[src/rtl/aeflag_pkg.sv]
// Package: shared mode encoding and default geometry for the flag bus.
// Assumes: the queue count is a multiple of the bus width.
package aeflag_pkg;
    typedef enum logic {
        MODE_DIRECT = 1'b0,
        MODE_POLL   = 1'b1
    } flag_mode_e;

    localparam int DEF_NUM_Q  = 32;
    localparam int DEF_BUS_W  = 8;
    localparam int DEF_ADDR_W = 8;
    localparam int DEF_ID_W   = 3;
endpackage

[src/rtl/aeflag_dir_sel.sv]
// Module: holds the quadrant chosen in direct mode.
// Loads the quadrant field when the strobe is high, the ID field matches
// and the block is in direct mode. Assumes QW bits cover every quadrant.
module aeflag_dir_sel #(
    parameter int QW   = 2,
    parameter int ID_W = 3
) (
    input  logic            clk,
    input  logic            rst_n,
    input  logic            direct_en,
    input  logic            strobe,
    input  logic [ID_W-1:0] id_field,
    input  logic [ID_W-1:0] dev_id,
    input  logic [QW-1:0]   quad_field,
    output logic [QW-1:0]   dir_q
);
    logic take;

    // Accept a selection only for this device in direct mode.
    always_comb begin
        take = direct_en && strobe && (id_field == dev_id);
    end

    // Register the selected quadrant.
    always_ff @(posedge clk) begin
        if (!rst_n) begin
            dir_q <= '0;
        end else if (take) begin
            dir_q <= quad_field;
        end
    end
endmodule

[src/rtl/aeflag_poll_ctr.sv]
// Module: quadrant counter for polled mode.
// Advances one quadrant per clock while enabled and wraps after the last.
// Held at quadrant 0 while disabled, so each polling run starts at 0.
module aeflag_poll_ctr #(
    parameter int NQUAD = 4,
    parameter int QW    = 2
) (
    input  logic          clk,
    input  logic          rst_n,
    input  logic          poll_en,
    output logic [QW-1:0] poll_q
);
    localparam logic [QW-1:0] LAST_Q = QW'(NQUAD - 1);

    // Step, wrap, or park at quadrant 0.
    always_ff @(posedge clk) begin
        if (!rst_n || !poll_en) begin
            poll_q <= '0;
        end else if (poll_q == LAST_Q) begin
            poll_q <= '0;
        end else begin
            poll_q <= poll_q + 1'b1;
        end
    end
endmodule

[src/rtl/aeflag_quad_mux.sv]
// Module: slices the status vector into quadrants and picks one.
// Bit i of the output carries status bit BUS_W*sel+i. Purely combinational.
module aeflag_quad_mux #(
    parameter int NUM_Q = 32,
    parameter int BUS_W = 8,
    parameter int NQUAD = 4,
    parameter int QW    = 2
) (
    input  logic [NUM_Q-1:0] status,
    input  logic [QW-1:0]    sel,
    output logic [BUS_W-1:0] flags
);
    logic [BUS_W-1:0] slice [NQUAD];

    for (genvar g = 0; g < NQUAD; g++) begin : g_slice
        // Cut out the status bits of quadrant g.
        assign slice[g] = status[g*BUS_W +: BUS_W];
    end

    // Choose the selected quadrant.
    always_comb begin
        flags = slice[sel];
    end
endmodule

[src/rtl/aeflag_quad_bus.sv]
// Module: top of the quadrant almost-empty flag bus.
// Direct mode shows a strobed, ID-checked quadrant; polled mode rotates
// through the quadrants with a sync at quadrant 0. Assumes NUM_Q/BUS_W is
// a power of two and the ID field sits at the top of the address bus.
module aeflag_quad_bus
    import aeflag_pkg::*;
#(
    parameter int NUM_Q  = DEF_NUM_Q,
    parameter int BUS_W  = DEF_BUS_W,
    parameter int ADDR_W = DEF_ADDR_W,
    parameter int ID_W   = DEF_ID_W
) (
    input  logic              clk,
    input  logic              rst_n,
    input  logic [NUM_Q-1:0]  ae_status,
    input  logic [ADDR_W-1:0] rd_addr,
    input  logic              flag_strobe,
    input  logic              poll_mode,
    input  logic [ID_W-1:0]   dev_id,
    output logic [BUS_W-1:0]  flag_bus,
    output logic              quad_sync
);
    localparam int NQUAD  = NUM_Q / BUS_W;
    localparam int QW     = (NQUAD > 1) ? $clog2(NQUAD) : 1;
    localparam int ID_LSB = ADDR_W - ID_W;

    flag_mode_e    mode;
    logic [QW-1:0] dir_q;
    logic [QW-1:0] poll_q;
    logic [QW-1:0] cur_q;
    logic          unused_mid;

    // Decode the mode select.
    always_comb begin
        mode = flag_mode_e'(poll_mode);
    end

    // Address bits between the quadrant and ID fields take no part.
    assign unused_mid = ^rd_addr[ID_LSB-1:QW];

    aeflag_dir_sel #(
        .QW   (QW),
        .ID_W (ID_W)
    ) u_dir_sel (
        .clk        (clk),
        .rst_n      (rst_n),
        .direct_en  (mode == MODE_DIRECT),
        .strobe     (flag_strobe),
        .id_field   (rd_addr[ADDR_W-1:ID_LSB]),
        .dev_id     (dev_id),
        .quad_field (rd_addr[QW-1:0]),
        .dir_q      (dir_q)
    );

    aeflag_poll_ctr #(
        .NQUAD (NQUAD),
        .QW    (QW)
    ) u_poll_ctr (
        .clk     (clk),
        .rst_n   (rst_n),
        .poll_en (mode == MODE_POLL),
        .poll_q  (poll_q)
    );

    // Pick the quadrant source by mode and mark quadrant 0 while polling.
    always_comb begin
        cur_q     = (mode == MODE_POLL) ? poll_q : dir_q;
        quad_sync = (mode == MODE_POLL) && (poll_q == '0);
    end

    aeflag_quad_mux #(
        .NUM_Q (NUM_Q),
        .BUS_W (BUS_W),
        .NQUAD (NQUAD),
        .QW    (QW)
    ) u_mux (
        .status (ae_status),
        .sel    (cur_q),
        .flags  (flag_bus)
    );
endmodule

[config.mk]
export PLATFORM = sky130hd
export DESIGN_NAME = aeflag_quad_bus
export DESIGN_NICKNAME = d
export VERILOG_FILES = /design/src/rtl/aeflag_pkg.sv /design/src/rtl/aeflag_dir_sel.sv /design/src/rtl/aeflag_poll_ctr.sv /design/src/rtl/aeflag_quad_mux.sv /design/src/rtl/aeflag_quad_bus.sv
export SDC_FILE = /design/constraint.sdc
export NUM_CORES = 1
export LEC_CHECK = 0
export CAP_MARGIN = 20
export CORE_MARGIN = 8
export CORE_UTILIZATION = 27
export DETAILED_ROUTE_END_ITERATION = 12
export PLACE_DENSITY = 0.88
export REMOVE_ABC_BUFFERS = 1
export SLEW_MARGIN = 10
export SYNTH_ARGS = -nofsm -noshare
export SYNTH_HDL_FRONTEND = slang
export SYNTH_SLANG_ARGS = --single-unit
export TNS_END_PERCENT = 5
[constraint.sdc]
create_clock -name clk -period 2.3 [get_ports clk]
set_input_delay 0.345 -clock clk [delete_from_list [all_inputs] [get_ports clk]]
set_output_delay 0.345 -clock clk [all_outputs]
set_load 0.1 [all_outputs]
==> results of run 1 <==
critical path, delay by kind of cell:
family | cells | cell delay (ps)
buffers and inverters | 3 | 580
muxes | 2 | 810
layout by cell type (no fill, tap or decap), types with 2 or more instances in the layout:
cell type | Yosys | final
buf_12 | 0 | 9
buf_4 | 0 | 2
clkbuf_4 | 0 | 3
clkdlybuf4s50_1 | 0 | 42
dfxtp_1 | 4 | 4
ha_1 | 2 | 2
inv_1 | 2 | 2
mux2i_1 | 2 | 2
mux2i_2 | 2 | 2
mux4_2 | 0 | 8
nand2_1 | 5 | 5
xor2_1 | 3 | 3
cells by family (layout without fill, tap and decap cells):
group / after synthesis / in the layout / synth area share, %
multiplexers: 12 / 12 / 57.70
AND/OR/NAND/NOR: 10 / 10 / 11.21
flip-flops: 4 / 4 / 17.93
XOR/XNOR: 3 / 3 / 5.883
adder cells (fa/ha/maj): 2 / 2 / 5.601
buffers and inverters: 2 / 60 / 1.681
area by class of cell:
type / instances / area, um2 / area share (%)
multi-input cells: 27 / 329.1 / 30.06
clock buffers: 3 / 22.52 / 2.057
repair buffers: 55 / 635.6 / 58.06
inverters: 2 / 7.507 / 0.6857
flip-flops and latches: 4 / 80.08 / 7.314
well taps: 16 / 20.02 / 1.829
metal layers:
metal | routed length, um | vias to the layer above
li1 | - | 247
met1 | 893 | 247
met2 | 971 | 35
met3 | 236 | 0
met4 | 0 | 0
met5 | 0 | -
cells in the mapped netlist:
cell,instances,area [um2]
mux2i_2,2,27.53
mux4_1,8,210.2
mux2i_1,2,20.02
nor4_1,1,6.260
dfxtp_1,4,80.08
nor3b_1,1,7.510
nand2b_1,1,6.260
xor2_1,3,26.28
ha_1,2,25.02
inv_1,2,7.510
nor3_1,1,5.000
nand2_1,5,18.77
and2_1,1,6.260
flip-flops by register name, indices dropped and copies added, names as in the netlist:
name and flops:
u_dir_sel.dir_q 2, u_poll_ctr.poll_q 2
report_power, final:
group          switching (mW)  leakage [nW]  internal, mW
logic                   0.147         0.388         0.148
registers             0.00213        0.0326        0.0721
clock network          0.0241        0.0138        0.0580
total                   0.174         0.434         0.278
how the worst min path moves through the flow:
stage,end,depth (start not counted),slack [ps],from
finish,u_dir_sel.dir_q[1],2,480,u_dir_sel.dir_q[1]
global route,u_poll_ctr.poll_q[0],1,510,u_poll_ctr.poll_q[0]
CTS,u_dir_sel.dir_q[1],2,490,u_dir_sel.dir_q[1]
detailed placement,u_dir_sel.dir_q[1],2,480,u_dir_sel.dir_q[1]
global placement,u_dir_sel.dir_q[0],2,460,u_dir_sel.dir_q[0]
floorplan,u_dir_sel.dir_q[0],2,450,u_dir_sel.dir_q[0]
through the flow:
| stage | util (%) | std cells | power, mW | hold WS (ps) | instance area, um2 |
|---|---|---|---|---|---|
| finish | 71.84 | 107 | 0.4513 | 477.2 | 1095 |
| global route | 71.84 | 107 | 0.4748 | 511.6 | 1095 |
| CTS | 71.84 | 107 | 0.4588 | 486.4 | 1095 |
| detailed placement | 72.17 | 104 | 0.3667 | 481.7 | 1100 |
| global placement | 72.17 | 104 | 0.3618 | 459.9 | 1100 |
| floorplan | - | 33 | 0.2180 | 445.8 | 446.7 |
==> flow_metrics.py, run 1 <==
metrics = {
    "run_status": {
        "outcome": "finished clean",
    },
    "setup_path": {
        "worstPathCellList": "dlygate4sd2_1 -> buf_4 -> mux2i_2 -> mux4_2 -> buf_12",
        "startpoint": "poll_mode",
        "worstPathRequired_ps": 1960,
        "reg2reg_depth": 3,
        "cp_max_fo": 4,
        "cpPeakStageDelay_ps": 560,
        "r2r-start": "u_poll_ctr.poll_q[0]",
        "rrSetupSlack_ps": 1350,
        "arrival_ps": 1740,
        "path_class": "input pin to primary output",
        "cpMaxStageDelayCell": "mux4_2",
        "cp-end-kind": "primary output",
        "start_kind": "input pin",
        "critPathCapture": "flag_bus[5]",
        "rr_endpoint": "u_poll_ctr.poll_q[1]",
    },
    "power_and_ir_drop": {
        "cellPowerDensity_nw_per_um2": 412.2,
        "leakagePower_nw": 0.4344,
        "max-vdd-ir-drop_uv": 286.1,
    },
    "floorplan": {
        "ios": 56,
        "initial_core_util_pct": 29.31,
        "rows": 14,
        "die-area_um2": 3212,
        "core_um2": 1524,
        "die_h_um": 56.68,
        "die_w_um": 56.68,
    },
    "clock_network": {
        "cts_tree": "done",
        "cts_buffer_depth": 2,
        "ctsHtreeMaxLevel": 1,
        "cts_hold_buf": 0,
        "cts.sinks": 4,
        "clk_latency_ps": 230,
        "cts_buffers": 3,
        "root_buffer": "clkbuf_4",
        "path_clk_slew_ps": 30,
        "ctsResizeCount": 10,
        "post-cts-setup-buffers": 0,
    },
    "grt": {
        "gr-max-usage-layer": "met2",
        "grt_pass1_wl_um": 3512,
        "met1_usage_pct": 17.72,
        "first_global_vias": 603,
        "grt.met2_usage_pct": 21.00,
        "antenna_found_initial": 0,
        "grt_util_all_layers_pct": 13.71,
        "grt.overflow.total": 0,
        "use_met3_pct": 4.944,
        "grt_max_degree": 9,
    },
    "yosys": {
        "yosysWarnings": 0,
        "syn_area_um2": 446.7,
        "syn_area_per_cell_um2": 13.54,
        "synthCells": 33,
        "yosysSeqAreaShare_pct": 17.93,
        "synth_seq_cells": 4,
        "ys_types": 13,
    },
    "timing": {
        "fin_crit_sh_pct": 90.83,
        "setup_ws_ps": 210.8,
        "post-route-min-period_ps": 2089,
        "finalClockSkew_ps": 0.01339,
        "slew_viol_final": 0,
        "worst_slew_pin_slew_ps": 542.1,
        "tns_ps": 0,
        "max_freq_ghz": 0.4787,
        "hold_violations": 0,
        "timing.slew.headroom_pct": 63.53,
        "finalSetupViolCount": 0,
        "grt_setup_unrepaired": "no",
    },
    "layout": {
        "antenna_cells": 0,
        "nets": 142,
        "synthToLayoutAreaGrowth_pct": 145.1,
        "drive_gt1_share_pct": 27.47,
        "nFillCells": 116,
    },
    "routing": {
        "via_per_inst": 4.944,
        "drc": 0,
        "ant_nets": 0,
        "wire_per_inst_um": 19.64,
        "vias": 529,
        "dr.pass1.iters": 2,
        "drtIter0Drc": 2,
        "drt_wl_total_um": 2102,
    },
    "hold_path": {
        "hp-class": "flop to flop",
    },
    "placed_design": {
        "hpwlAfterDp_um": 1860,
        "pre_cts_ws_ps": -139.8,
        "io_buffers": 52,
        "place.gp.congestion": 0.7358,
    },
    "run": {
        "maxCapViolCount": 0,
    },
}
No activity file was read; power rests on OpenSTA's default activity.
==> run 2, diff against run 1 <==
Settings changed: SKIP_CTS_REPAIR_TIMING from default to 1.
==> flow_metrics.py, run 2 (synthesized netlist as in run 1, its figures left out) <==
metrics = {
    "layout": {
        "final_cell_mix": "clkdlybuf4s50_1, buf_12, mux4_2",
        "nets": 142,
        "multi_input_area_um2": 337.8,
        "reg_top3": "u_dir_sel.dir_q x2, u_poll_ctr.poll_q x2",
        "final_common_cell": "clkdlybuf4s50_1",
        "ff_latch_area_um2": 80.08,
        "final_area_um2": 1107,
        "drive_gt1_share_pct": 27.47,
        "nFillCells": 116,
        "fin_util_pct": 72.66,
        "antenna_cells": 0,
        "synthToLayoutAreaGrowth_pct": 147.9,
    },
    "grt": {
        "grt.overflow.total": 0,
        "antenna_found_initial": 0,
        "grt_util_all_layers_pct": 13.39,
        "grt_pass1_wl_um": 3387,
        "grt_max_degree": 9,
        "first_global_vias": 590,
    },
    "setup_path": {
        "worstPathRequired_ps": 1960,
        "path_class": "flop to primary output",
        "r2r-start": "u_poll_ctr.poll_q[1]",
        "arrival_ps": 1650,
        "cp_max_fo": 8,
        "startpoint": "u_poll_ctr.poll_q[0]",
        "start_kind": "flop",
        "cp-end-kind": "primary output",
    },
    "power_and_ir_drop": {
        "p_int_mw": 0.2788,
        "p_comb_share_pct": 65.4,
        "max-vdd-ir-drop_uv": 283.7,
        "seqPwrFrac_pct": 16.5,
        "switching_power_mw": 0.1742,
        "swShare_pct": 38.46,
        "power.share.clock_pct": 18.1,
        "leakagePower_nw": 0.4433,
        "cellPowerDensity_nw_per_um2": 409.1,
    },
    "floorplan": {
        "rows": 14,
        "die_w_um": 56.68,
        "core_um2": 1524,
        "ios": 56,
        "initial_core_util_pct": 29.31,
        "die_h_um": 56.68,
        "die-area_um2": 3212,
    },
    "routing": {
        "vias": 529,
        "drtIter0Drc": 2,
        "via_per_inst": 4.944,
        "ant_nets": 0,
        "wire_per_inst_um": 20.12,
        "drt_wl_total_um": 2153,
        "dr.pass1.iters": 2,
        "drc": 0,
    },
    "timing": {
        "finalClockSkew_ps": 0.01296,
        "finalSetupViolCount": 0,
        "slew_viol_final": 0,
        "fin_crit_sh_pct": 86.55,
        "grt_setup_unrepaired": "no",
        "max_freq_ghz": 0.5024,
        "timing.slew.headroom_pct": 63.03,
        "worst_slew_pin_slew_ps": 549.5,
        "hold_violations": 0,
        "post-route-min-period_ps": 1991,
    },
    "clock_network": {
        "root_buffer": "clkbuf_4",
        "cts_tree": "done",
        "ctsHtreeMaxLevel": 1,
        "cts.sinks": 4,
        "path_clk_slew_ps": 40,
        "cts_buffer_depth": 2,
        "cts_buffers": 3,
        "clk_latency_ps": 230,
    },
    "placed_design": {
        "placed_cell_area_um2": 1100,
        "place.gp.congestion": 0.7358,
        "io_buffers": 52,
        "hpwlAfterDp_um": 1860,
    },
    "hold_path": {
        "worstHoldStart": "u_dir_sel.dir_q[0]",
        "hp-class": "flop to flop",
    },
    "run_status": {
        "outcome": "finished clean",
    },
    "run": {
        "maxCapViolCount": 0,
    },
}
## run 2: critical path, stage by stage (launching register included)
cell     delay, ps
dfxtp_1        330
mux2i_2        170
buf_6          180
mux4_2         550
buf_12         190
## run 2: layout make-up
cell class              count  share of cell area (%)
clock buffers               3                   2.034
well taps                  16                   1.808
inverters                   2                  0.6780
flip-flops and latches      4                   7.232
multi-input cells          27                   30.51
repair buffers             55                   57.74
## run 2: power by group through the flow
stage / clock network [mW] / registers [mW] / logic [mW]
floorplan: 0 / 0.0749 / 0.143
global placement: 0 / 0.0752 / 0.287
detailed placement: 0 / 0.0754 / 0.291
CTS: 0.0876 / 0.0743 / 0.292
global route: 0.0937 / 0.0747 / 0.308
finish: 0.0822 / 0.0746 / 0.296
## run 2: final timing paths
check                         end  cells past startpoint  slack (ps)
min            u_dir_sel.dir_q[0]                      2         480
max                   flag_bus[0]                      4         310
max reg2reg  u_poll_ctr.poll_q[1]                      3        1350
min reg2reg    u_dir_sel.dir_q[0]                      2         480
## run 2: per-stage QoR
stage / setup WS, ps / power, mW / TNS [ps] / cells / hold WS (ps)
5_1_grt: 222.0 / 0.4763 / 0 / 107 / 511.6
3_5_place_dp: -139.8 / 0.3667 / -1050 / 104 / 481.7
3_3_place_gp: -119.9 / 0.3618 / -919.0 / 104 / 459.9
4_1_cts: -146.5 / 0.4541 / -1084 / 107 / 486.4
2_1_floorplan: 114.6 / 0.2180 / 0 / 33 / 445.8
6_report: 309.4 / 0.4530 / 0 / 107 / 483.4
## run 2: per-layer routing
layer | wire (um) | vias up | GRT usage (%) | part of all wire [%]
met3 | 236 | 0 | 4.944 | 11
met4 | 0 | 0 | 3.093 | 0
met5 | 0 | - | 0 | 0
li1 | - | 247 | - | -
met2 | 1013 | 35 | 21.47 | 47
met1 | 902 | 247 | 16.43 | 42
